===== src/rtl/irqagg_pkg.sv =====
// Shared definitions for the interrupt aggregator: register selects and
// byte offsets of both register maps.
package irqagg_pkg;

    // Register selected by the decoder for the current access.
    typedef enum logic [2:0] {
        SEL_NONE,
        SEL_STATUS,
        SEL_FORCE,
        SEL_ACK,
        SEL_MASKRD,
        SEL_MASKON,
        SEL_MASKOFF
    } reg_sel_e;

    // Latched (edge) variant map.
    localparam int unsigned OFS_L_STATUS  = 32'h00;
    localparam int unsigned OFS_L_FORCE   = 32'h04;
    localparam int unsigned OFS_L_ACK     = 32'h08;
    localparam int unsigned OFS_L_MASKRD  = 32'h0C;
    localparam int unsigned OFS_L_MASKON  = 32'h10;
    localparam int unsigned OFS_L_MASKOFF = 32'h14;

    // Level variant map.
    localparam int unsigned OFS_V_STATUS  = 32'h00;
    localparam int unsigned OFS_V_MASKRD  = 32'h04;
    localparam int unsigned OFS_V_MASKON  = 32'h08;
    localparam int unsigned OFS_V_MASKOFF = 32'h0C;

endpackage


===== src/rtl/irqagg_decode.sv =====
// Address decoder. It maps a byte offset onto a register select for the
// variant chosen by LATCHED. Any offset that is not listed, including a
// misaligned one, gives SEL_NONE.
// Assumes: AW is wide enough to hold the largest offset (0x14).
module irqagg_decode
    import irqagg_pkg::*;
#(
    parameter int AW      = 5,
    parameter bit LATCHED = 1'b1
) (
    input  logic [AW-1:0] addr,
    output reg_sel_e      sel
);

    generate
        if (LATCHED) begin : g_latched
            // Decode the six-register map of the edge variant.
            always_comb begin
                case (addr)
                    AW'(OFS_L_STATUS):  sel = SEL_STATUS;
                    AW'(OFS_L_FORCE):   sel = SEL_FORCE;
                    AW'(OFS_L_ACK):     sel = SEL_ACK;
                    AW'(OFS_L_MASKRD):  sel = SEL_MASKRD;
                    AW'(OFS_L_MASKON):  sel = SEL_MASKON;
                    AW'(OFS_L_MASKOFF): sel = SEL_MASKOFF;
                    default:            sel = SEL_NONE;
                endcase
            end
        end else begin : g_level
            // Decode the four-register map of the level variant.
            always_comb begin
                case (addr)
                    AW'(OFS_V_STATUS):  sel = SEL_STATUS;
                    AW'(OFS_V_MASKRD):  sel = SEL_MASKRD;
                    AW'(OFS_V_MASKON):  sel = SEL_MASKON;
                    AW'(OFS_V_MASKOFF): sel = SEL_MASKOFF;
                    default:            sel = SEL_NONE;
                endcase
            end
        end
    endgenerate

endmodule


===== src/rtl/irqagg_mask.sv =====
// Per-source mask register (1 = disabled). Software never writes it as a
// word: ones in a mask-on write set bits, ones in a mask-off write clear
// bits. Comes out of reset all ones.
// Assumes: set_we and clr_we never arrive in the same cycle (single port).
module irqagg_mask #(
    parameter int N = 32
) (
    input  logic         clk,
    input  logic         rst_n,
    input  logic         set_we,
    input  logic         clr_we,
    input  logic [N-1:0] wdata,
    output logic [N-1:0] mask
);

    logic [N-1:0] mask_q;

    // Apply write-one-to-set and write-one-to-clear updates.
    always_ff @(posedge clk) begin
        if (!rst_n) begin
            mask_q <= '1;
        end else if (set_we) begin
            mask_q <= mask_q | wdata;
        end else if (clr_we) begin
            mask_q <= mask_q & ~wdata;
        end
    end

    assign mask = mask_q;

    AST_MASK_SET_TAKES: assert property (@(posedge clk) disable iff (!rst_n)
        set_we |=> ((mask & $past(wdata)) == $past(wdata)));
    AST_MASK_CLR_TAKES: assert property (@(posedge clk) disable iff (!rst_n)
        clr_we |=> ((mask & $past(wdata)) == '0));
    AST_MASK_HOLDS: assert property (@(posedge clk) disable iff (!rst_n)
        (!set_we && !clr_we) |=> $stable(mask));

endmodule


===== src/rtl/irqagg_status.sv =====
// Source status. With LATCHED set, it keeps one sticky pending bit per
// source. A rising edge sets the bit, a force write sets it, and an
// acknowledge write clears it; an edge or force wins over an acknowledge.
// With LATCHED clear, status is the raw input level.
// Assumes: src_in is synchronous to clk; force_we and ack_we are exclusive.
module irqagg_status #(
    parameter int N       = 32,
    parameter bit LATCHED = 1'b1
) (
    input  logic         clk,
    input  logic         rst_n,
    input  logic [N-1:0] src_in,
    input  logic         force_we,
    input  logic         ack_we,
    input  logic [N-1:0] wdata,
    output logic [N-1:0] status
);

    generate
        if (LATCHED) begin : g_latched
            logic [N-1:0] src_q;
            logic [N-1:0] pend_q;
            logic [N-1:0] rise;
            logic [N-1:0] ack_bits;
            logic [N-1:0] force_bits;

            assign rise       = src_in & ~src_q;
            assign ack_bits   = ack_we   ? wdata : '0;
            assign force_bits = force_we ? wdata : '0;

            // Remember the previous source levels for edge detection.
            always_ff @(posedge clk) begin
                if (!rst_n) begin
                    src_q <= '0;
                end else begin
                    src_q <= src_in;
                end
            end

            // Update pending bits: clear first, then set (set wins).
            always_ff @(posedge clk) begin
                if (!rst_n) begin
                    pend_q <= '0;
                end else begin
                    pend_q <= (pend_q & ~ack_bits) | force_bits | rise;
                end
            end

            assign status = pend_q;

            AST_EDGE_LATCHES: assert property (@(posedge clk) disable iff (!rst_n)
                (rise != '0) |=> ((status & $past(rise)) == $past(rise)));
            AST_PEND_STICKY: assert property (@(posedge clk) disable iff (!rst_n)
                !ack_we |=> ((status & $past(status)) == $past(status)));
            AST_ACK_CLEARS: assert property (@(posedge clk) disable iff (!rst_n)
                ack_we |=> ((status & $past(wdata & ~rise)) == '0));
            AST_FORCE_SETS: assert property (@(posedge clk) disable iff (!rst_n)
                force_we |=> ((status & $past(wdata)) == $past(wdata)));
        end else begin : g_level
            logic lvl_unused;

            assign lvl_unused = ^{clk, rst_n, force_we, ack_we, wdata};
            assign status     = src_in;
        end
    endgenerate

endmodule


===== src/rtl/irq_aggregator.sv =====
// Top of the second-level interrupt aggregator. It decodes the register
// port, keeps the mask and status blocks, registers read data with one
// cycle of latency, and drives the combined request to the parent.
// Assumes: bus_wr and bus_rd are single-cycle strobes synchronous to clk;
// irq_in is already synchronous to clk.
module irq_aggregator
    import irqagg_pkg::*;
#(
    parameter int NSRC    = 32,
    parameter int AW      = 5,
    parameter bit LATCHED = 1'b1
) (
    input  logic            clk,
    input  logic            rst_n,
    input  logic [NSRC-1:0] irq_in,
    input  logic            bus_wr,
    input  logic            bus_rd,
    input  logic [AW-1:0]   bus_addr,
    input  logic [NSRC-1:0] bus_wdata,
    output logic [NSRC-1:0] bus_rdata,
    output logic            irq_out
);

    reg_sel_e        sel;
    logic [NSRC-1:0] mask;
    logic [NSRC-1:0] status;
    logic [NSRC-1:0] rdata_q;

    irqagg_decode #(.AW(AW), .LATCHED(LATCHED)) u_decode (
        .addr (bus_addr),
        .sel  (sel)
    );

    irqagg_mask #(.N(NSRC)) u_mask (
        .clk    (clk),
        .rst_n  (rst_n),
        .set_we (bus_wr && (sel == SEL_MASKON)),
        .clr_we (bus_wr && (sel == SEL_MASKOFF)),
        .wdata  (bus_wdata),
        .mask   (mask)
    );

    irqagg_status #(.N(NSRC), .LATCHED(LATCHED)) u_status (
        .clk      (clk),
        .rst_n    (rst_n),
        .src_in   (irq_in),
        .force_we (bus_wr && (sel == SEL_FORCE)),
        .ack_we   (bus_wr && (sel == SEL_ACK)),
        .wdata    (bus_wdata),
        .status   (status)
    );

    // Capture read data for the selected readable register, else zero.
    always_ff @(posedge clk) begin
        if (!rst_n) begin
            rdata_q <= '0;
        end else if (bus_rd) begin
            case (sel)
                SEL_STATUS: rdata_q <= status;
                SEL_MASKRD: rdata_q <= mask;
                default:    rdata_q <= '0;
            endcase
        end else begin
            rdata_q <= '0;
        end
    end

    assign bus_rdata = rdata_q;
    assign irq_out   = |(status & ~mask);

    AST_RD_IDLE_ZERO: assert property (@(posedge clk) disable iff (!rst_n)
        !bus_rd |=> (bus_rdata == '0));
    AST_UNMAPPED_ZERO: assert property (@(posedge clk) disable iff (!rst_n)
        (bus_rd && (sel == SEL_NONE)) |=> (bus_rdata == '0));
    AST_IRQ_NEEDS_SOURCE: assert property (@(posedge clk) disable iff (!rst_n)
        irq_out |-> ((status != '0) && (mask != '1)));

endmodule


===== config.mk =====
export PLATFORM = sky130hd
export DESIGN_NAME = irq_aggregator
export DESIGN_NICKNAME = d
export VERILOG_FILES = /design/src/rtl/irqagg_pkg.sv /design/src/rtl/irqagg_decode.sv /design/src/rtl/irqagg_mask.sv /design/src/rtl/irqagg_status.sv /design/src/rtl/irq_aggregator.sv
export SDC_FILE = /design/constraint.sdc
export NUM_CORES = 1
export LEC_CHECK = 0
export ABC_CLOCK_PERIOD_IN_PS = 1900
export BUFFER_PORTS_ARGS = -buffer_cell sky130_fd_sc_hd__buf_4
export CORE_MARGIN = 2
export CORE_UTILIZATION = 59
export CTS_CLUSTER_SIZE = 28
export DETAILED_ROUTE_END_ITERATION = 10
export GPL_TIMING_DRIVEN = 1
export PLACE_DENSITY = 0.85
export RECOVER_POWER = 100
export SLEW_MARGIN = 20
export SYNTH_ARGS = -nofsm -noshare
export SYNTH_HDL_FRONTEND = slang
export SYNTH_SLANG_ARGS = --single-unit

===== constraint.sdc =====
create_clock -name clk -period 1.9 [get_ports clk]
set_clock_uncertainty 0.1 [all_clocks]
set_input_delay 0.19 -clock clk [delete_from_list [all_inputs] [get_ports clk]]
set_output_delay 0.19 -clock clk [all_outputs]
set_load 0.005 [all_outputs]

==> Word level (Yosys, flattened, before mapping) <==
Cells that the tools add are included.
{ "word_totals": {"word_cells": 40, "ff_bits": 128, "output_inout_bits": 33} }
{ "op_classes": {"bitwise": 11, "n_eq_ne": 11, "reduce_logical": 8, "n_mux": 6} }
{ "ops": {"columns": ["op", "count"], "rows": [
  ["$and 32x32->32", 4],
  ["$mux 32", 4],
  ["$not 32->32", 4],
  ["$or 32x32->32", 3],
  ["$pmux 32 s2", 1],
  ["$reduce_or 32->1", 1],
  ["$pmux 3 s6", 1],
  ["$eq 5x4->1 const B", 2],
  ["$eq 5x5->1 const B", 2],
  ["$eq 3x3->1 const B", 3],
  ["$eq 3x2->1 const B", 2],
  ["$eq 5x3->1 const B", 1],
  ["$logic_not 5->1", 1],
  ["$logic_and 1x1->1", 4],
  ["$eq 3x1->1 const B", 1],
  ["$reduce_and 2->1", 1],
  ["$reduce_bool 2->1", 1]
]} }

==> Logic depth before layout (Yosys ltp) <==
Gate-level depths: netlist of run 1.
{ "logic_depth": {"word_depth": 9, "mapped_depth": 6, "ltp_nobuf": 4} }

==> By module <==
A second synthesis of run 1 with hierarchy kept.
{ "hier_totals": {"hier_cells": 517, "hier_area_um2": 5076.1} }
{ "by_module_without_submodules": {"columns": ["mod", "instances", "seq_area_each_um2", "area_each_um2", "cells_per_inst"], "rows": [
  ["irqagg_status", 1, 1281.2, 2484.9, 237],
  ["irq_aggregator", 1, 640.6, 1392.6, 167],
  ["irqagg_mask", 1, 640.6, 1141.1, 106],
  ["irqagg_decode", 1, 0.0, 57.6, 7]
]} }

==> Worst setup path before layout of run 1 <==
No wires, ideal clock.
{ "synth_timing": {"path_kind": "in2reg", "start": "input bus_addr[2]", "end": "register u_status.g_latched.pend_q[10] (netlist: u_status.status[10])", "path_slack_ns": 0.596, "cell_stages": 5, "arrival_ns": 1.084, "t_required_ns": 1.680, "path_cell_list": "nor4_2 > nand3_2 > buf_6 > a221oi_2 > nor2b_1"} }
{ "synth_between": {"elab_chain_len": 9, "elab_cells_between_ends": 17, "classes_between": "eq/ne (7); mux (3); bitwise (4); reduce/logical (3)"} }
{ "synth_rtl": {"columns": ["element", "line_no", "rtl"], "rows": [
  ["start, declared", "irq_aggregator.sv:18", "input logic [AW-1:0] bus_addr,"],
  ["$eq 5x5->1, or another cell as far along", "irqagg_decode.sv:19", "case (addr)"],
  ["$pmux 3 s6 *", "irqagg_decode.sv:19", null],
  ["$eq 3x2->1", "irq_aggregator.sv:48", ".ack_we (bus_wr && (sel == SEL_ACK)),"],
  ["$logic_and 1x1->1", "irq_aggregator.sv:48", null],
  ["$mux 32", "irqagg_status.sv:28", "assign ack_bits = ack_we ? wdata : '0;"],
  ["$not 32->32", "irqagg_status.sv:45", "pend_q <= (pend_q & ~ack_bits) | force_bits | rise;"],
  ["$and 32x32->32", "irqagg_status.sv:45", null],
  ["$or 32x32->32 * (2 in a row)", "irqagg_status.sv:45", null],
  ["end signal, assigned", "irqagg_status.sv:45", null],
  ["end, declared", "irqagg_status.sv:22", "logic [N-1:0] pend_q;"]
]} }
Mark *: on every way between the ends. The rest lies on a longest branch, timed or not.
A chain may end at the register's enable or synchronous reset.

==> Final worst setup path of run 1 <==
{ "layout_timing": {"start": "register u_status.g_latched.pend_q[10] (netlist: u_status.status[10])", "end": "output irq_out"} }
{ "layout_between": {"elab_chain_len": 2} }
{ "layout_rtl": {"columns": ["element", "line_no", "rtl"], "rows": [
  ["$and 32x32->32", "irq_aggregator.sv:69", "assign irq_out = |(status & ~mask);"],
  ["$reduce_or 32->1", "irq_aggregator.sv:69", null],
  ["end, declared", "irq_aggregator.sv:21", "output logic irq_out"]
]} }
No other way between the ends.

==> run metrics, run 1 <==
status=finished, violations left; violated checks=setup timing; Core Area=0.00859 mm2; most common cell after layout, fill and taps aside=dfxtp_1; DIE WIDTH=97.7 um; unrepaired setup endpoints after global routing=yes; CTS root buffer=clkbuf_8; die area=0.00954 mm2; RR Endpoint=u_status.status[11]; first-pass GRT wire length=28.8 mm; Crit. End Element=primary output; DRT antenna net count=0; Port Buf Inserts=105; Num Clock Sinks=128; crit-path max cell delay=340 ps; initial DRC count=862; # setup viols final=2; syn_nets=623; Final Wtd Congestion=0.847; drt wl/cell=23.2 um; Cell variety after synth=24; fin. max-slew vios=0; worst setup path end=irq_out; Layout Cells excl Fill=843; crit path launch type=flop; H-tree depth=4; setup ws final=-126 ps; worst vdd ir=0.632 mV; Antenna diodes=0; crit path kind=flop to primary output; Yosys reg bits=128; Total GRT Usage=0.386; max cap viols=0; placed instance count=735; DRC Markers=0; worst reg-to-reg path cell count=5; mean post-synth cell area=9.41 um2; CTS tree=built; site row count=34; Rel. slew slack=0.142; FF+latch area=0.00260 mm2; Reg clk slew, reported paths=60 ps; clk buf depth=2; power per cell area=968 mW/mm2; Initial Utilization=0.603; Leak=3.13 nW; io pins=106; Worst Max-Slew Pin Slew=1290 ps; Layout area overhead=39.4%; via count=5549; Worst path slowest cell=nor4_2; Post-Syn Area=0.00518 mm2; Critical Path RT=1610 ps; most frequent cells in the layout=dfxtp_1, dlygate4sd3_1, buf_4; Util after Layout=0.840; CP arrival=1740 ps; Synth Warn #=0; Critical Path Start=u_status.status[10]; fin crit share=1.07; Die Height=97.7 um; layout cells sized above 1=0.278; initial antenna violation count=0; area occupied by multi-input gates=0.00209 mm2; fmax=494 MHz; Crit Path Max Fanout=3; r2r setup slk=540 ps; final hold violation count=0; sequential area share after synthesis=0.495; Critical R2R Launch=u_status.status[11]; crit-path cells=inv_1, o22ai_1, nor4_2, nand4_1, buf_4; Post-Route WL=19.5 mm; vias in the first global route=5397; GRT Residual Overflow=0; clk_lat worst skew=530 ps; FILL cells=458; number of CTS-inserted buffers=17; Final #Nets=795; 1st-pass router iterations=6; largest net degree at the start of global routing=97; worst hold path type=input pin to flop; routed vias/inst=6.58; Synth Instances=550; dpl hpwl=8.62 mm; minimum clock period=2030 ps
Yosys cell counts:
cell | n | share of area
nand4_1 | 1 | 0.0012
o22ai_1 | 48 | 0.058
clkbuf_2 | 1 | 0.00097
buf_4 | 2 | 0.0029
buf_2 | 10 | 0.0097
a21boi_1 | 2 | 0.0029
and2_1 | 32 | 0.039
nor4_1 | 4 | 0.0048
nor2b_1 | 32 | 0.039
and4b_1 | 3 | 0.0058
inv_1 | 64 | 0.046
o21ai_1 | 32 | 0.031
a221oi_1 | 2 | 0.0034
nand2_1 | 3 | 0.0022
clkbuf_1 | 16 | 0.012
a22oi_1 | 32 | 0.046
nor4_2 | 1 | 0.0024
a221oi_2 | 28 | 0.081
buf_6 | 9 | 0.020
dfxtp_1 | 128 | 0.49
a21oi_1 | 34 | 0.033
nor2_1 | 33 | 0.024
nand3_2 | 1 | 0.0019
and3_1 | 32 | 0.039
timing repair:
item | 4_1_cts | 5_1_grt
endpoints found under the setup margin | 1 | 1
hold buffers | 64 | 0
buffers inserted | 10 | 2
pin swaps | 6 | 5
endpoints found under the hold margin | 96 | 0
resized for setup | 50 | 17
layer usage:
| metal | GRT usage | routed length (um) | up-vias |
|---|---|---|---|
| met1 | 0.458 | 6780 | 2539 |
| met3 | 0.105 | 2440 | 161 |
| met2 | 0.632 | 8910 | 557 |
| met4 | 0.218 | 1380 | 0 |
| met5 | 0 | 0 | - |
| li1 | - | - | 2292 |
critical path: cells and delay by family (launching register included):
family | cells | cell delay, ps
buffers and inverters | 2 | 260
AND/OR/NAND/NOR | 2 | 500
flip-flops | 1 | 330
AO/OA/AOI/OAI | 1 | 110
worst min-delay path by stage:
stage	from	endpoint	slack, ps	cells past startpoint
global route	rst_n	flop	40	3
global placement	irq_in[5]	u_status.g_latched.src_q[5]	300	2
finish	rst_n	flop	30	3
floorplan	irq_in[0]	u_status.g_latched.src_q[0]	210	1
CTS	rst_n	flop	30	3
detailed placement	irq_in[13]	u_status.g_latched.src_q[13]	310	2
power breakdown:
part	leakage [nW]	switching, mW	internal (mW)	total [mW]
Sequential	1.05	0.0877	2.80	2.89
Combinational	1.79	0.371	0.358	0.729
Clock	0.286	1.24	2.12	3.37
area by class of cell:
class / count / area share
inverter: 64 / 0.0333
sequential: 128 / 0.360
tap: 108 / 0.0187
timing repair buffer: 191 / 0.216
clock inverter: 11 / 0.0227
multi-input combinational: 320 / 0.290
clock buffer: 21 / 0.0595
cell families after synthesis:
logic type	Yosys count	synth area share
AOI/OAI and AO/OA	178	0.256
buffers and inverters	102	0.0911
DFF	128	0.495
and+or+nand+nor	142	0.158
through the flow:
step / total power [mW] / hold slack [ps] / cell area [um2] / TNS [ps] / setup slack [ps]
2_1_floorplan: 3.21 / 212 / 5180 / 0 / 596
3_3_place_gp: 3.44 / 301 / 6010 / 0 / 316
3_5_place_dp: 3.48 / 305 / 6010 / 0 / 267
4_1_cts: 6.89 / 33.9 / 7440 / -32.3 / -32.3
5_1_grt: 7.13 / 38.1 / 7220 / -363 / -215
6_report: 6.98 / 27.1 / 7220 / -167 / -126
Power figures use the tool's default switching activity.
==> run 2: changes to the inputs <==
--- a/config.mk
+++ b/config.mk
@@ -12,7 +12,7 @@
 export CTS_CLUSTER_SIZE = 28
 export DETAILED_ROUTE_END_ITERATION = 10
 export GPL_TIMING_DRIVEN = 1
-export PLACE_DENSITY = 0.85
+export PLACE_DENSITY_LB_ADDON = 0.1
 export RECOVER_POWER = 100
 export SLEW_MARGIN = 20
 export SYNTH_ARGS = -nofsm -noshare
==> run metrics, run 2 (same netlist as run 1, synthesis figures left out) <==
cell area after placement=0.00600 mm2 (-0.12%); Antenna diodes=0 (unchanged); Initial Utilization=0.603 (unchanged); site row count=34 (unchanged); Leak=3.14 nW (+0.28%); worst hold path depth=3 (unchanged); fin crit share=1.00 (-0.0619); Critical Path RT=1610 ps (about the same); Post-Route Setup TNS=-8.18 ps (+159 ps); Core Area=0.00859 mm2 (unchanged); Port Buf Inserts=105 (unchanged); io pins=106 (unchanged); H-tree depth=4 (unchanged); drt wl/cell=18.6 um (-20%); initial DRC count=354 (-59%); fin. max-slew vios=0 (unchanged); crit path launch type=flop; clk buf depth=2 (unchanged); setup ws final=-8.18 ps (+118 ps); minimum clock period=1910 ps (-118 ps); Crit. End Element=primary output; clk_lat worst skew=530 ps (about the same); CP arrival=1620 ps (-120 ps); routed vias/inst=5.94 (-9.7%); initial antenna violation count=0 (unchanged); Design Area, Final=0.00722 mm2 (unchanged); final hold violation count=0 (unchanged); Total GRT Usage=0.325 (-0.0610); Layout area overhead=39.4% (unchanged); violated checks=setup timing; DIE WIDTH=97.7 um (unchanged); DRC Markers=0 (unchanged); Post-Route WL=15.6 mm (-20%); crit path kind=flop to primary output; 1st-pass router iterations=5 (-1); Final Wtd Congestion=0.804 (-5.1%); Rel. slew slack=0.197 (+0.0551); Worst Max-Slew Pin Slew=1210 ps (-82.7 ps); max cap viols=0 (unchanged); Num Clock Sinks=128 (unchanged); unrepaired setup endpoints after global routing=yes; worst vdd ir=0.712 mV (+13%); GRT Residual Overflow=0 (unchanged); dpl hpwl=8.46 mm (-1.8%); worst reg-to-reg path cell count=5 (unchanged); DRT antenna net count=0 (unchanged); CTS tree=built; largest net degree at the start of global routing=97 (unchanged); CTS root buffer=clkbuf_8; worst hold path type=input pin to flop; Pwr Total=6.94 mW (-0.65%); # setup viols final=1 (-1); Final #Nets=792 (-0.38%); Die Height=97.7 um (unchanged); Reg clk slew, reported paths=60 ps (about the same); Util after Layout=0.840 (unchanged); most common cell after layout, fill and taps aside=dfxtp_1; fmax=524 MHz (+6.2%); number of CTS-inserted buffers=17 (unchanged); first-pass GRT wire length=24.7 mm (-14%); vias in the first global route=4954 (-8.2%); via count=4992 (-10%); power per cell area=961 mW/mm2 (-0.65%); die area=0.00954 mm2 (unchanged); Crit Path Max Fanout=2 (-1); most frequent cells in the layout=dfxtp_1, dlygate4sd3_1, buf_4; status=finished, violations left; layout cells sized above 1=0.291 (+0.0134)
[run 2: cell count changes in the layout (fill, tap and decap cells not counted), moves of 2 or more]
cell | before | now
o21ai_0 | 25 | 30
dfxtp_4 | 0 | 2
dfxtp_1 | 101 | 98
o21ai_1 | 7 | 2
clkinv_4 | 1 | 4
o22ai_4 | 4 | 1
inv_4 | 0 | 2
clkbuf_1 | 21 | 13
clkinv_2 | 4 | 2
o22ai_2 | 5 | 8
[run 2: what timing repair did]
action / in CTS / in global routing
pin swaps: 5 / 5
setup buffers: 7 / 3
cloned: 0 / 0
hold buffers: 64 / 0
gates resized for setup: 40 / 31
endpoints found under the setup margin: 1 / 1
endpoints found under the hold margin: 96 / 0
[run 2: metal layers]
layer,global-route usage,routed length (um),vias up
met1,0.403,6260,2403
met2,0.545,7860,260
met4,0.128,379,0
met5,0,0,-
li1,-,-,2284
met3,0.0820,1150,45
[run 2: area by class of cell]
cell class | count | area [um2]
fill | 492 | 1380
timing repair buffer | 188 | 1550
tap | 108 | 135
clock buffer | 19 | 432
inverter | 64 | 245
sequential | 128 | 2610
multi-input combinational | 320 | 2060
clock inverter | 13 | 188
[run 2: power by group]
part | leakage (nW) | internal (mW) | switching [mW] | total, mW
combinational | 1.79 | 0.354 | 0.313 | 0.668
clock | 0.294 | 2.17 | 1.22 | 3.39
sequential | 1.05 | 2.80 | 0.0782 | 2.88
total | 3.14 | 5.32 | 1.61 | 6.94
[run 2: final timing paths]
path / startpoint / to / slack (ps)
setup / recovery: u_status.status[7] / irq_out / -8
hold / removal: rst_n / flop / 40
setup reg to reg: u_status.status[15] / u_status.status[15] / 770
hold reg to reg: u_status.status[28] / u_status.status[28] / 400
[run 2: per-stage QoR]
stage,setup slack [ps],std cells,hold WS [ps]
floorplan,596,550,212
global route,-61.5,840,59.7
finish,-8.18,840,38.8
global placement,326,734,301
detailed placement,242,734,306
CTS,-16.2,837,27.4
[run 2: worst max-delay path, stage by stage, from the launching register on]
cell and delay [ps]:
dfxtp_2 330, inv_2 80, o22ai_2 90, nor4_2 300
nand4_1 130, buf_4 160
